**config.mk**
```make
export PLATFORM = sky130hd
export DESIGN_NAME = ccdtg_top
export DESIGN_NICKNAME = d
export VERILOG_FILES = /design/src/rtl/ccdtg_pkg.sv /design/src/rtl/ccdtg_line_seq.sv /design/src/rtl/ccdtg_pix_seq.sv /design/src/rtl/ccdtg_pulse_fmt.sv /design/src/rtl/ccdtg_top.sv
export SDC_FILE = /design/constraint.sdc
export NUM_CORES = 1
export LEC_CHECK = 0
export BUFFER_PORTS_ARGS = -buffer_cell sky130_fd_sc_hd__buf_2
export CORE_ASPECT_RATIO = 1.1
export CORE_MARGIN = 4
export CORE_UTILIZATION = 35
export DETAILED_ROUTE_END_ITERATION = 10
export SLEW_MARGIN = 25
export SYNTH_ARGS = -nofsm -noshare
export SYNTH_HDL_FRONTEND = slang
export SYNTH_SLANG_ARGS = --single-unit
```
**constraint.sdc**
```tcl
create_clock -name clk -period 4.1 [get_ports clk]
set_clock_uncertainty 0.05 [all_clocks]
set_input_delay 0.41 -clock clk [delete_from_list [all_inputs] [get_ports clk]]
set_output_delay 0.41 -clock clk [all_outputs]
set_load 0.05 [all_outputs]
```
**src/rtl/ccdtg_pkg.sv**
```systemverilog
package ccdtg_pkg;

  typedef enum logic [1:0] {
    PH_XFER  = 2'd0,
    PH_READ  = 2'd1,
    PH_FLUSH = 2'd2
  } phase_e;

  typedef struct packed {
    logic sh;
    logic phi1;
    logic phi2;
    logic phi2l;
    logic rs;
    logic cp;
    logic lstart;
    logic lval;
    logic smp;
  } drive_t;

endpackage

```
**src/rtl/ccdtg_line_seq.sv**
```systemverilog
module ccdtg_line_seq
  import ccdtg_pkg::*;
#(
  parameter int LEN_W    = 24,
  parameter int XFER_LEN = 350,
  parameter int READ_LEN = 15512,
  parameter int SH_START = 100,
  parameter int SH_END   = 250,
  localparam int MIN_LEN = XFER_LEN + READ_LEN
) (
  input  logic             clk,
  input  logic             rst,
  input  logic [LEN_W-1:0] integ_len,
  output phase_e           phase,
  output logic             sh_on
);

  logic [LEN_W-1:0] pos;
  logic [LEN_W-1:0] cur_len;
  logic [LEN_W-1:0] len_req;
  logic [31:0]      pos32;
  logic             at_end;

  assign pos32  = 32'(pos);
  assign at_end = (pos32 == (32'(cur_len) - 32'd1));

  // integration period never shorter than transfer plus full readout
  always_comb begin
    if (32'(integ_len) < 32'(MIN_LEN)) len_req = LEN_W'(MIN_LEN);
    else                               len_req = integ_len;
  end

  always_ff @(posedge clk) begin
    if (rst) begin
      pos     <= '0;
      cur_len <= len_req;
    end else if (at_end) begin
      pos     <= '0;
      cur_len <= len_req;
    end else begin
      pos     <= pos + 1'b1;
    end
  end

  always_comb begin
    if (pos32 < 32'(XFER_LEN))                   phase = PH_XFER;
    else if (pos32 < 32'(XFER_LEN + READ_LEN))   phase = PH_READ;
    else                                         phase = PH_FLUSH;
  end

  assign sh_on = (pos32 >= 32'(SH_START)) && (pos32 < 32'(SH_END));

endmodule

```
**src/rtl/ccdtg_pix_seq.sv**
```systemverilog
module ccdtg_pix_seq
  import ccdtg_pkg::*;
#(
  parameter int PIX_CYC = 8,
  parameter int NPIX    = 1939,
  localparam int SUB_W  = (PIX_CYC > 1) ? $clog2(PIX_CYC) : 1,
  localparam int IDX_W  = (NPIX > 1) ? $clog2(NPIX) : 1
) (
  input  logic             clk,
  input  logic             rst,
  input  phase_e           phase,
  output logic [SUB_W-1:0] sub,
  output logic [IDX_W-1:0] idx
);

  logic sub_wrap;
  assign sub_wrap = (32'(sub) == 32'(PIX_CYC - 1));

  always_ff @(posedge clk) begin
    if (rst || phase == PH_XFER) begin
      sub <= '0;
      idx <= '0;
    end else begin
      sub <= sub_wrap ? '0 : sub + 1'b1;
      if (phase == PH_READ && sub_wrap && (32'(idx) < 32'(NPIX - 1)))
        idx <= idx + 1'b1;
    end
  end

endmodule

```
**src/rtl/ccdtg_pulse_fmt.sv**
```systemverilog
module ccdtg_pulse_fmt
  import ccdtg_pkg::*;
#(
  parameter int PIX_CYC  = 8,
  parameter int NPIX     = 1939,
  parameter int RS_OFS   = 0,
  parameter int RS_WIDTH = 1,
  parameter int CP_OFS   = 2,
  parameter int CP_WIDTH = 2,
  parameter int SMP_OFS  = 6,
  localparam int SUB_W   = (PIX_CYC > 1) ? $clog2(PIX_CYC) : 1,
  localparam int IDX_W   = (NPIX > 1) ? $clog2(NPIX) : 1,
  localparam int HALF    = PIX_CYC / 2
) (
  input  phase_e           phase,
  input  logic             sh_on,
  input  logic [SUB_W-1:0] sub,
  input  logic [IDX_W-1:0] idx,
  output drive_t           drv
);

  logic [31:0] s32;
  assign s32 = 32'(sub);

  always_comb begin
    drv = '0;
    if (phase == PH_XFER) begin
      drv.phi1 = 1'b1;
      drv.sh   = sh_on;
    end else begin
      drv.phi2  = (s32 < 32'(HALF));
      drv.phi1  = !drv.phi2;
      drv.phi2l = drv.phi2;
      drv.rs    = (s32 >= 32'(RS_OFS)) && (s32 < 32'(RS_OFS + RS_WIDTH));
      drv.cp    = (s32 >= 32'(CP_OFS)) && (s32 < 32'(CP_OFS + CP_WIDTH));
      if (phase == PH_READ) begin
        drv.lval   = 1'b1;
        drv.smp    = (s32 == 32'(SMP_OFS));
        drv.lstart = (s32 == 32'd0) && (idx == '0);
      end
    end
  end

endmodule

```
**src/rtl/ccdtg_top.sv**
```systemverilog
module ccdtg_top
  import ccdtg_pkg::*;
#(
  parameter int NPIX      = 1939,
  parameter int PIX_CYC   = 8,
  parameter int SH_LEAD   = 100,
  parameter int SH_WIDTH  = 150,
  parameter int SH_TRAIL  = 100,
  parameter int GUARD     = 20,
  parameter int RS_OFS    = 0,
  parameter int RS_WIDTH  = 1,
  parameter int CP_OFS    = 2,
  parameter int CP_WIDTH  = 2,
  parameter int SMP_OFS   = 6,
  parameter int LEN_W     = 24,
  localparam int IDX_W    = (NPIX > 1) ? $clog2(NPIX) : 1
) (
  input  logic             clk,
  input  logic             rst,
  input  logic [LEN_W-1:0] integ_len,
  output logic             sh_gate,
  output logic             phi1,
  output logic             phi2,
  output logic             phi2_last,
  output logic             rs_gate,
  output logic             cp_gate,
  output logic             line_start,
  output logic             line_valid,
  output logic             adc_sample,
  output logic [IDX_W-1:0] pixel_index
);

  localparam int LEAD_EFF  = (SH_LEAD  > GUARD) ? SH_LEAD  : GUARD;
  localparam int TRAIL_EFF = (SH_TRAIL > GUARD) ? SH_TRAIL : GUARD;
  localparam int XFER_LEN  = LEAD_EFF + SH_WIDTH + TRAIL_EFF;
  localparam int READ_LEN  = NPIX * PIX_CYC;
  localparam int SUB_W     = (PIX_CYC > 1) ? $clog2(PIX_CYC) : 1;

  phase_e           phase;
  logic             sh_on;
  logic [SUB_W-1:0] sub;
  logic [IDX_W-1:0] idx;
  drive_t           drv_nxt;
  drive_t           drv_q;
  logic [IDX_W-1:0] idx_q;

  ccdtg_line_seq #(
    .LEN_W    (LEN_W),
    .XFER_LEN (XFER_LEN),
    .READ_LEN (READ_LEN),
    .SH_START (LEAD_EFF),
    .SH_END   (LEAD_EFF + SH_WIDTH)
  ) u_line (
    .clk       (clk),
    .rst       (rst),
    .integ_len (integ_len),
    .phase     (phase),
    .sh_on     (sh_on)
  );

  ccdtg_pix_seq #(
    .PIX_CYC (PIX_CYC),
    .NPIX    (NPIX)
  ) u_pix (
    .clk   (clk),
    .rst   (rst),
    .phase (phase),
    .sub   (sub),
    .idx   (idx)
  );

  ccdtg_pulse_fmt #(
    .PIX_CYC  (PIX_CYC),
    .NPIX     (NPIX),
    .RS_OFS   (RS_OFS),
    .RS_WIDTH (RS_WIDTH),
    .CP_OFS   (CP_OFS),
    .CP_WIDTH (CP_WIDTH),
    .SMP_OFS  (SMP_OFS)
  ) u_fmt (
    .phase (phase),
    .sh_on (sh_on),
    .sub   (sub),
    .idx   (idx),
    .drv   (drv_nxt)
  );

  // registered drive stage: glitch-free pulses toward the clock drivers
  always_ff @(posedge clk) begin
    if (rst) begin
      drv_q <= '0;
      idx_q <= '0;
    end else begin
      drv_q <= drv_nxt;
      idx_q <= drv_nxt.lval ? idx : '0;
    end
  end

  assign sh_gate     = drv_q.sh;
  assign phi1        = drv_q.phi1;
  assign phi2        = drv_q.phi2;
  assign phi2_last   = drv_q.phi2l;
  assign rs_gate     = drv_q.rs;
  assign cp_gate     = drv_q.cp;
  assign line_start  = drv_q.lstart;
  assign line_valid  = drv_q.lval;
  assign adc_sample  = drv_q.smp;
  assign pixel_index = idx_q;

endmodule

```
Word-level counts from Yosys, hierarchy flattened. Index checks and enable logic that the tools add are counted.

Register bits: 81. Output and inout bits: 20.

Add/subtract/negate cells: 4. Order comparisons: 10. Equality and inequality tests: 4. Mux-type cells: 8. Bitwise logic cells: 3. Reductions and logical operators: 18.

Operators with widths (number): $mux W24 (3); $lt A24 B14 Y1 const B (2); $eq A24 B32 Y1 (1); $logic_not A32 Y1 (1); $sub A24 B1 Y25 const B (1); $add A24 B1 Y24 const B (1); $ge A24 B7 Y1 const B (1); $lt A24 B8 Y1 const B (1); $lt A24 B9 Y1 const B (1); $add A11 B1 Y11 const B (1); $logic_not A11 Y1 (1); $lt A11 B11 Y1 const B (1); $reduce_or A2 Y1 (5); $mux W2 (4); $eq A3 B3 Y1 const B (2); $logic_and A1 B1 Y1 (6); $add A3 B1 Y3 const B (1); $ge A3 B1 Y1 const B (1); $ge A3 B2 Y1 const B (1); $lt A3 B1 Y1 const B (1); $lt A3 B3 Y1 const B (1); $not A1 Y1 (3); $reduce_or A3 Y1 (1); $eq A2 B1 Y1 const B (1); 5 further kinds (5).

Depth between registers and ports, before layout. Gate-level depths: netlist of the first run.

Word-level depth: 8. Depth in mapped cells: 10.

By module. Synthesis of the first run repeated with hierarchy kept, for this count alone.

Cells, all modules: 452. Area, all modules: 4365.4 sq um.

By module, submodules not included: ccdtg_line_seq (instances 1, cells an instance 322, area an instance 3001.6 sq um, sequential area each 1201.2 sq um); ccdtg_pix_seq (instances 1, cells an instance 73, area an instance 701.9 sq um, sequential area each 280.3 sq um); ccdtg_top (instances 1, cells an instance 43, area an instance 568.0 sq um, sequential area each 400.4 sq um); ccdtg_pulse_fmt (instances 1, cells an instance 14, area an instance 93.8 sq um, sequential area each 0.0 sq um).

Worst setup path before layout of the first run. OpenSTA, ideal clock, no wires.

Path kind: reg2reg. Start point: register u_line.cur_len[0]. End point: register u_line.cur_len[0], enable pin. Library setup time: 358 ps. Arrival time: 3148 ps. Required time: 3692 ps. Setup slack: 544 ps. Stages on the path, launching flop included: 10. Period minus slack after synthesis: 3556 ps. Path through: edfxtp_1 -> inv_1 -> ha_1 -> or3b_2 -> nor4_1 -> xnor2_1 -> nand4_1 -> or4_4 -> nor4_4 -> or2_2.

Word-level cells in the longest chain between the ends: 3.

RTL lines: start, declared (line ccdtg_line_seq.sv:19) `logic [LEN_W-1:0] cur_len;`; start signal, assigned (line ccdtg_line_seq.sv:36) `cur_len <= len_req;`; start signal, assigned (line ccdtg_line_seq.sv:39) `cur_len <= len_req;`; $sub A24 B1 Y25 (line ccdtg_line_seq.sv:25) `assign at_end = (pos32 == (32'(cur_len) - 32'd1));`; $eq A24 B32 Y1 (line ccdtg_line_seq.sv:25); $reduce_bool A2 Y1 (no source line).

No other way between the ends. A chain may end at the register's enable or synchronous reset.

Worst setup path after layout of the first run.
Start point: register u_line.cur_len[0]. End point: register u_line.cur_len[19], enable pin.

The elaborated chain is that of the path after synthesis.

==> flow_summary.yaml, run 1 <==
status:
  outcome: "complete, no violations"
drt:
  post_drt_wl_per_cell_um: 14.3
  drt_iter0_drc: 188
  ant_nets: 0
  viasPerCell: 5.17
  drc_errors: 0
  drt_wl_total_mm: 8.79
  via_count: 3174
  first_pass_iters: 4
cts:
  root_buffer: "clkbuf_16"
  clk_pin_slew_ns: 0.06
  cts_made_buffers: 9
  clkLatencyLatePin_ns: 0.34
  cts_setup_buffers: 0
  ctsResizeCount: 0
  cts_tree: "done"
  clock-sinks: 81
  htreeDepth: 3
  hold_buffers: 0
  cts_buffer_depth: 2
timing:
  setup_slack_ns: 0.369
  rsz0062_at_grt: "false"
  fin_crit_sh_pct: 91.0
  fmax_mhz: 268
  finalCriticalPeriod_ns: 3.73
  finalSetupViolCount: 0
  hold_viol: 0
  slew_violations: 0
  worst_pin_slew_ns: 0.800
  fin_tns_setup_ns: 0
  maxSlewHeadroom_pct: 46.5
floorplanning:
  dieArea_um2: 13700
  coreArea_um2: 11500
  die_h_um: 122
  pin_count: 46
  num_rows: 41
  start_util_pct: 36.0
  die_w_um: 112
cells_and_area:
  design_area_um2: 4710
  layout.nets: 493
  area_growth_pct: 13.1
  drive_gt1_share_pct: 16.4
  fill_cells: 1122
  insertedDiodeCount: 0
place:
  dp_slack_ns: 0.384
  port_buffers: 45
  place.gp.congestion: 0.874
  placed_area_um2: 4430
  hpwlAfterDp_mm: 6.44
synthesis:
  synth_edf_count: 24
  synthDistinctLibCells: 58
  ys_seq_area_share_pct: 44.8
  synth-async-reset-ratio_pct: 0
  synth_area_um2: 4160
  ys_seq_elements: 81
  synth_flop_cell: "dfxtp_1"
  syn-num-nets: 468
  syn_avg_cell_area_um2: 9.59
  syn_inst: 434
  ys_warn_count: 0
critical_path:
  rrSetupSlack_ns: 0.37
  worst_ep_arrival_time_ns: 3.66
  critical_path_peak_fanout: 24
  max_stage_delay_ns: 0.55
  cp_slowest_cell: "or3b_2"
  worstSetupPathType: "reg -> reg"
  crit_family: "simple AND/OR/NAND/NOR gates"
  r2r_end: "u_line.cur_len[19]"
  reg2reg_depth: 9
  setup.worst_path.start_class: "flip-flop"
  timing.rr.start: "u_line.cur_len[0]"
  cp-end-kind: "flip-flop"
  path_buf_inv: 1
  worst_ep_required_time_ns: 4.03
  crit_chain: "inv_1 > ha_1 > or3b_2 > nor4_1 > xnor2_1 > nand4_1 > or4_4 > nor4_4 > or2_2"
grt:
  grt_pass1_wl_mm: 14.9
  grt_max_degree: 29
  grt_pass1_vias: 3120
  antenna_found_initial: 0
  overflow: 0
  track_usage_pct: 13.5
worst_hold_path:
  hold_path_end: "u_line.cur_len[21]"
  min-delay-path-class: "in -> reg"
  hold_depth: 1
  hp-start: "integ_len[21]"
power:
  ir_drop_mv: 0.200
  leakagePower_nw: 1.71
  cellPowerDensity_nw_per_um2: 367
job:
  cap_violations: 0
area by class of cell:
type                    count  area [um^2]  share of cell area, %
clock buffers              11          243                   5.16
clock inverters             5         28.8                  0.612
inverters                  14         52.6                   1.12
multi-input cells         307         2100                   44.6
flip-flops and latches     81         1860                   39.6
well taps                 150          188                   3.99
repair buffers             46          233                   4.95
cells in the mapped netlist (2+ instances only):
cell      count  share of area [%]
buf_4         2               0.36
or3_1         4               0.60
ha_1          8                2.4
a311oi_1      2               0.42
and4_1        3               0.63
edfxtp_1     24                 17
xor2_1       30                6.3
o21ai_0       3               0.36
nor4_1       16                2.4
or4_1         4               0.72
clkbuf_1     23                2.1
nand4_1      21                3.2
and3_1        7                1.1
nor3_1       35                4.2
nand2_1      17                1.5
xnor2_1      34                7.2
nor3_2        2               0.48
nand2b_1     11                1.7
buf_6         2               0.54
a41oi_1       3               0.63
or2_2         2               0.30
nand3_1      13                1.6
o21bai_1      2               0.36
a211oi_1      2               0.36
o21a_1        3               0.54
o31ai_1       2               0.36
and2_1       12                1.8
nor4_4        4                2.0
nor3b_1       4               0.72
a21oi_1       4               0.48
buf_2         3               0.36
nor2_1       36                3.2
inv_1        14                1.3
dfxtp_1      57                 27
nor4b_1       2               0.42
state kept, by name, summed over array words and instances, names as in the netlist:
signal,cells
u_line.cur_len,24
u_line.pos,24
pixel_index,11
u_pix.idx,11
u_pix.sub,3
adc_sample,1
cp_gate,1
line_start,1
line_valid,1
phi1,1
phi2_last,1
rs_gate,1
sh_gate,1
metrics by stage:
stage | std cells | total power [mW] | util (%) | hold WS (ns)
floorplan | 434 | 0.972 | - | 0.405
global placement | 598 | 1.00 | 38.4 | 0.425
detailed placement | 598 | 1.01 | 38.4 | 0.450
CTS | 614 | 1.74 | 40.8 | 0.197
global route | 614 | 1.79 | 40.8 | 0.198
finish | 614 | 1.73 | 40.8 | 0.209
cells in the final DEF (no fill, tap or decap), types with 2 or more instances in the layout:
master and instances:
o21bai_1 2, ha_1 8, inv_1 14, and2_1 12
nor2_1 36, or4_1 4, nand2_1 17, and3_1 7
nor4_4 4, nor3_1 35, o21a_1 3, nand3_1 13
nand4_1 21, o31ai_1 2, edfxtp_1 24, clkbuf_16 9
nor3_2 2, o21ai_0 3, a311oi_1 2, nor4_1 16
xnor2_1 34, a21oi_1 4, nor3b_1 4, nor4b_1 2
or3_1 4, and4_1 3, a41oi_1 3, dfxtp_1 57
nand2b_1 11, buf_2 45, xor2_1 30, or2_2 2
a211oi_1 2, clkinv_2 4
metal layers:
metal,routed length (um),up-vias,global-route usage (%)
met4,187,0,5.71
met5,0,-,0
li1,-,1591,-
met2,4260,60,22.5
met3,318,14,3.35
met1,4030,1509,16.6
worst max-delay path by stage:
| stage | from | end | slack [ns] | depth (start not counted) |
|---|---|---|---|---|
| after floorplan | u_line.cur_len[0] | u_line.cur_len[0] | 0.54 | 9 |
| after global placement | u_line.cur_len[0] | u_line.cur_len[21] | 0.52 | 9 |
| after detailed placement | u_line.cur_len[0] | u_line.cur_len[22] | 0.38 | 9 |
| after CTS | u_line.cur_len[0] | u_line.cur_len[19] | 0.37 | 9 |
| after global routing | u_line.cur_len[0] | u_line.cur_len[9] | 0.15 | 9 |
| final | u_line.cur_len[0] | u_line.cur_len[19] | 0.37 | 9 |
cells by family after synthesis:
group	share of synthesized area, %
muxes	0.511
and+or+nand+nor	28.4
adders and majority gates	2.41
xor gates and xnor gates	13.5
buffers and inverters	4.81
DFF	44.8
AOI/OAI and AO/OA	5.68
power by group:
| part | internal, mW | switching [mW] |
|---|---|---|
| registers | 0.850 | 0.0348 |
| logic | 0.0498 | 0.0540 |
| clock network | 0.424 | 0.312 |
No activity file was read; power rests on OpenSTA's default activity.
==> run 2: changes to the inputs <==
--- a/config.mk
+++ b/config.mk
@@ -10,6 +10,7 @@
 export CORE_MARGIN = 4
 export CORE_UTILIZATION = 35
 export DETAILED_ROUTE_END_ITERATION = 10
+export PLACE_DENSITY_LB_ADDON = 0.15
 export SLEW_MARGIN = 25
 export SYNTH_ARGS = -nofsm -noshare
 export SYNTH_HDL_FRONTEND = slang
==> flow_summary.yaml, run 2 (synthesis gave the netlist of run 1 again) <==
grt:
  track_usage_pct: 13.7
  overflow: 0
  antenna_found_initial: 0
  grt_max_degree: 29
  grt_pass1_vias: 3063
  grt_pass1_wl_mm: 15.2
power:
  seq_power_share_pct: 51.8
  p_clk_share_pct: 42.1
  power_mw: 1.71
  p_comb_share_pct: 6.1
  ir_drop_mv: 0.219
  p_int_mw: 1.31
  cellPowerDensity_nw_per_um2: 364
  leakagePower_nw: 1.71
  power.share.switching_pct: 23.1
  power.switching_uw: 395
critical_path:
  r2r_end: "u_line.cur_len[21]"
  cp_slowest_cell: "or3b_2"
  max_stage_delay_ns: 0.55
  path_buf_inv: 1
  timing.rr.start: "u_line.cur_len[0]"
  endpoint: "u_line.cur_len[21]"
  setup.worst_path.start_class: "flip-flop"
  reg2reg_depth: 9
  critPathLaunch: "u_line.cur_len[0]"
  worst_ep_required_time_ns: 4.02
  rrSetupSlack_ns: 0.41
  worstSetupPathType: "reg -> reg"
  crit_chain: "inv_1 > ha_1 > or3b_2 > nor4_1 > xnor2_1 > nand4_1 > or4_4 > nor4_4 > or2_2"
  critical_path_peak_fanout: 24
  critical_path_depth: 9
  crit_family: "simple AND/OR/NAND/NOR gates"
  worst_ep_arrival_time_ns: 3.61
  cp-end-kind: "flip-flop"
floorplanning:
  coreArea_um2: 11500
  pin_count: 46
  num_rows: 41
  start_util_pct: 36.0
  die_h_um: 122
  die_w_um: 112
  dieArea_um2: 13700
timing:
  fin_tns_setup_ns: 0
  setup_slack_ns: 0.410
  slew_violations: 0
  finalCriticalPeriod_ns: 3.69
  fmax_mhz: 271
  maxSlewHeadroom_pct: 39.8
  worst_pin_slew_ns: 0.901
  hold_ws_ns: 0.215
  finalSetupViolCount: 0
  fin_crit_sh_pct: 90.0
  rsz0062_at_grt: "false"
  hold_viol: 0
cts:
  root_buffer: "clkbuf_16"
  cts_made_buffers: 9
  cts_setup_buffers: 0
  cts_tree: "done"
  ctsResizeCount: 0
  htreeDepth: 3
  clkLatencyLatePin_ns: 0.33
  clk_pin_slew_ns: 0.06
  cts_buffer_depth: 2
  hold_buffers: 0
  clock-sinks: 81
place:
  place.gp.congestion: 0.891
  hpwlAfterDp_mm: 6.61
  dp.cells: 598
  dp_slack_ns: 0.407
  placed_area_um2: 4430
  port_buffers: 45
drt:
  ant_nets: 0
  first_pass_iters: 4
  drt_iter0_drc: 140
  viasPerCell: 5.13
  drc_errors: 0
  drt_wl_total_mm: 8.99
  post_drt_wl_per_cell_um: 14.6
  via_count: 3147
cells_and_area:
  drive_gt1_share_pct: 16.2
  area_growth_pct: 13.0
  insertedDiodeCount: 0
  postLayoutCoreUtil_pct: 40.7
  fill_cells: 1176
  final_cell_mix: "dfxtp_1 (57), buf_2 (45), nor2_1 (36)"
  layout.nets: 493
  fin_cells: 614
  final_common_cell: "dfxtp_1"
  design_area_um2: 4700
  reg.largest.list: "u_line.cur_len (24), u_line.pos (24)"
worst_hold_path:
  min-delay-path-class: "in -> reg"
status:
  outcome: "complete, no violations"
job:
  cap_violations: 0
## run 2: changes by cell type in the layout (fill, tap and decap cells not counted)
cell,change
clkbuf_1,+1
clkbuf_8,-1
clkinv_2,-2
clkbuf_2,+1
clkinv_4,+1
## run 2: how the worst min path moves through the flow
| stage | from | end | slack [ns] | cells after the start |
|---|---|---|---|---|
| detailed placement | u_pix.sub[0] | rs_gate | 0.44 | 1 |
| CTS | integ_len[23] | u_line.cur_len[23] | 0.20 | 1 |
| global route | integ_len[23] | u_line.cur_len[23] | 0.20 | 1 |
| finish | integ_len[23] | u_line.cur_len[23] | 0.21 | 1 |
| global placement | u_pix.sub[0] | u_pix.sub[0] | 0.43 | 1 |
| floorplan | u_pix.sub[0] | rs_gate | 0.40 | 1 |
## run 2: final cells by class
class	count	area, um^2	share of cell area [%]
inverters	14	52.6	1.12
flip-flops and latches	81	1860	39.6
multi-input cells	307	2100	44.7
well taps	150	188	3.99
clock inverters	4	27.5	0.586
clock buffers	12	238	5.06
repair buffers	46	233	4.95
## run 2: metal layers
| metal | global-route usage (%) | up-vias | part of all wire (%) |
|---|---|---|---|
| met5 | 0 | - | 0 |
| met4 | 5.18 | 0 | 1.5 |
| met3 | 2.61 | 10 | 2.1 |
| met2 | 21.9 | 30 | 47 |
| met1 | 18.6 | 1505 | 50 |
| li1 | - | 1602 | - |
## run 2: power by group through the flow
stage / clock (mW) / sequential (mW) / combinational, mW
floorplan: 0 / 0.892 / 0.0800
global placement: 0 / 0.903 / 0.103
detailed placement: 0 / 0.903 / 0.104
CTS: 0.745 / 0.885 / 0.104
global route: 0.779 / 0.889 / 0.115
finish: 0.720 / 0.886 / 0.103
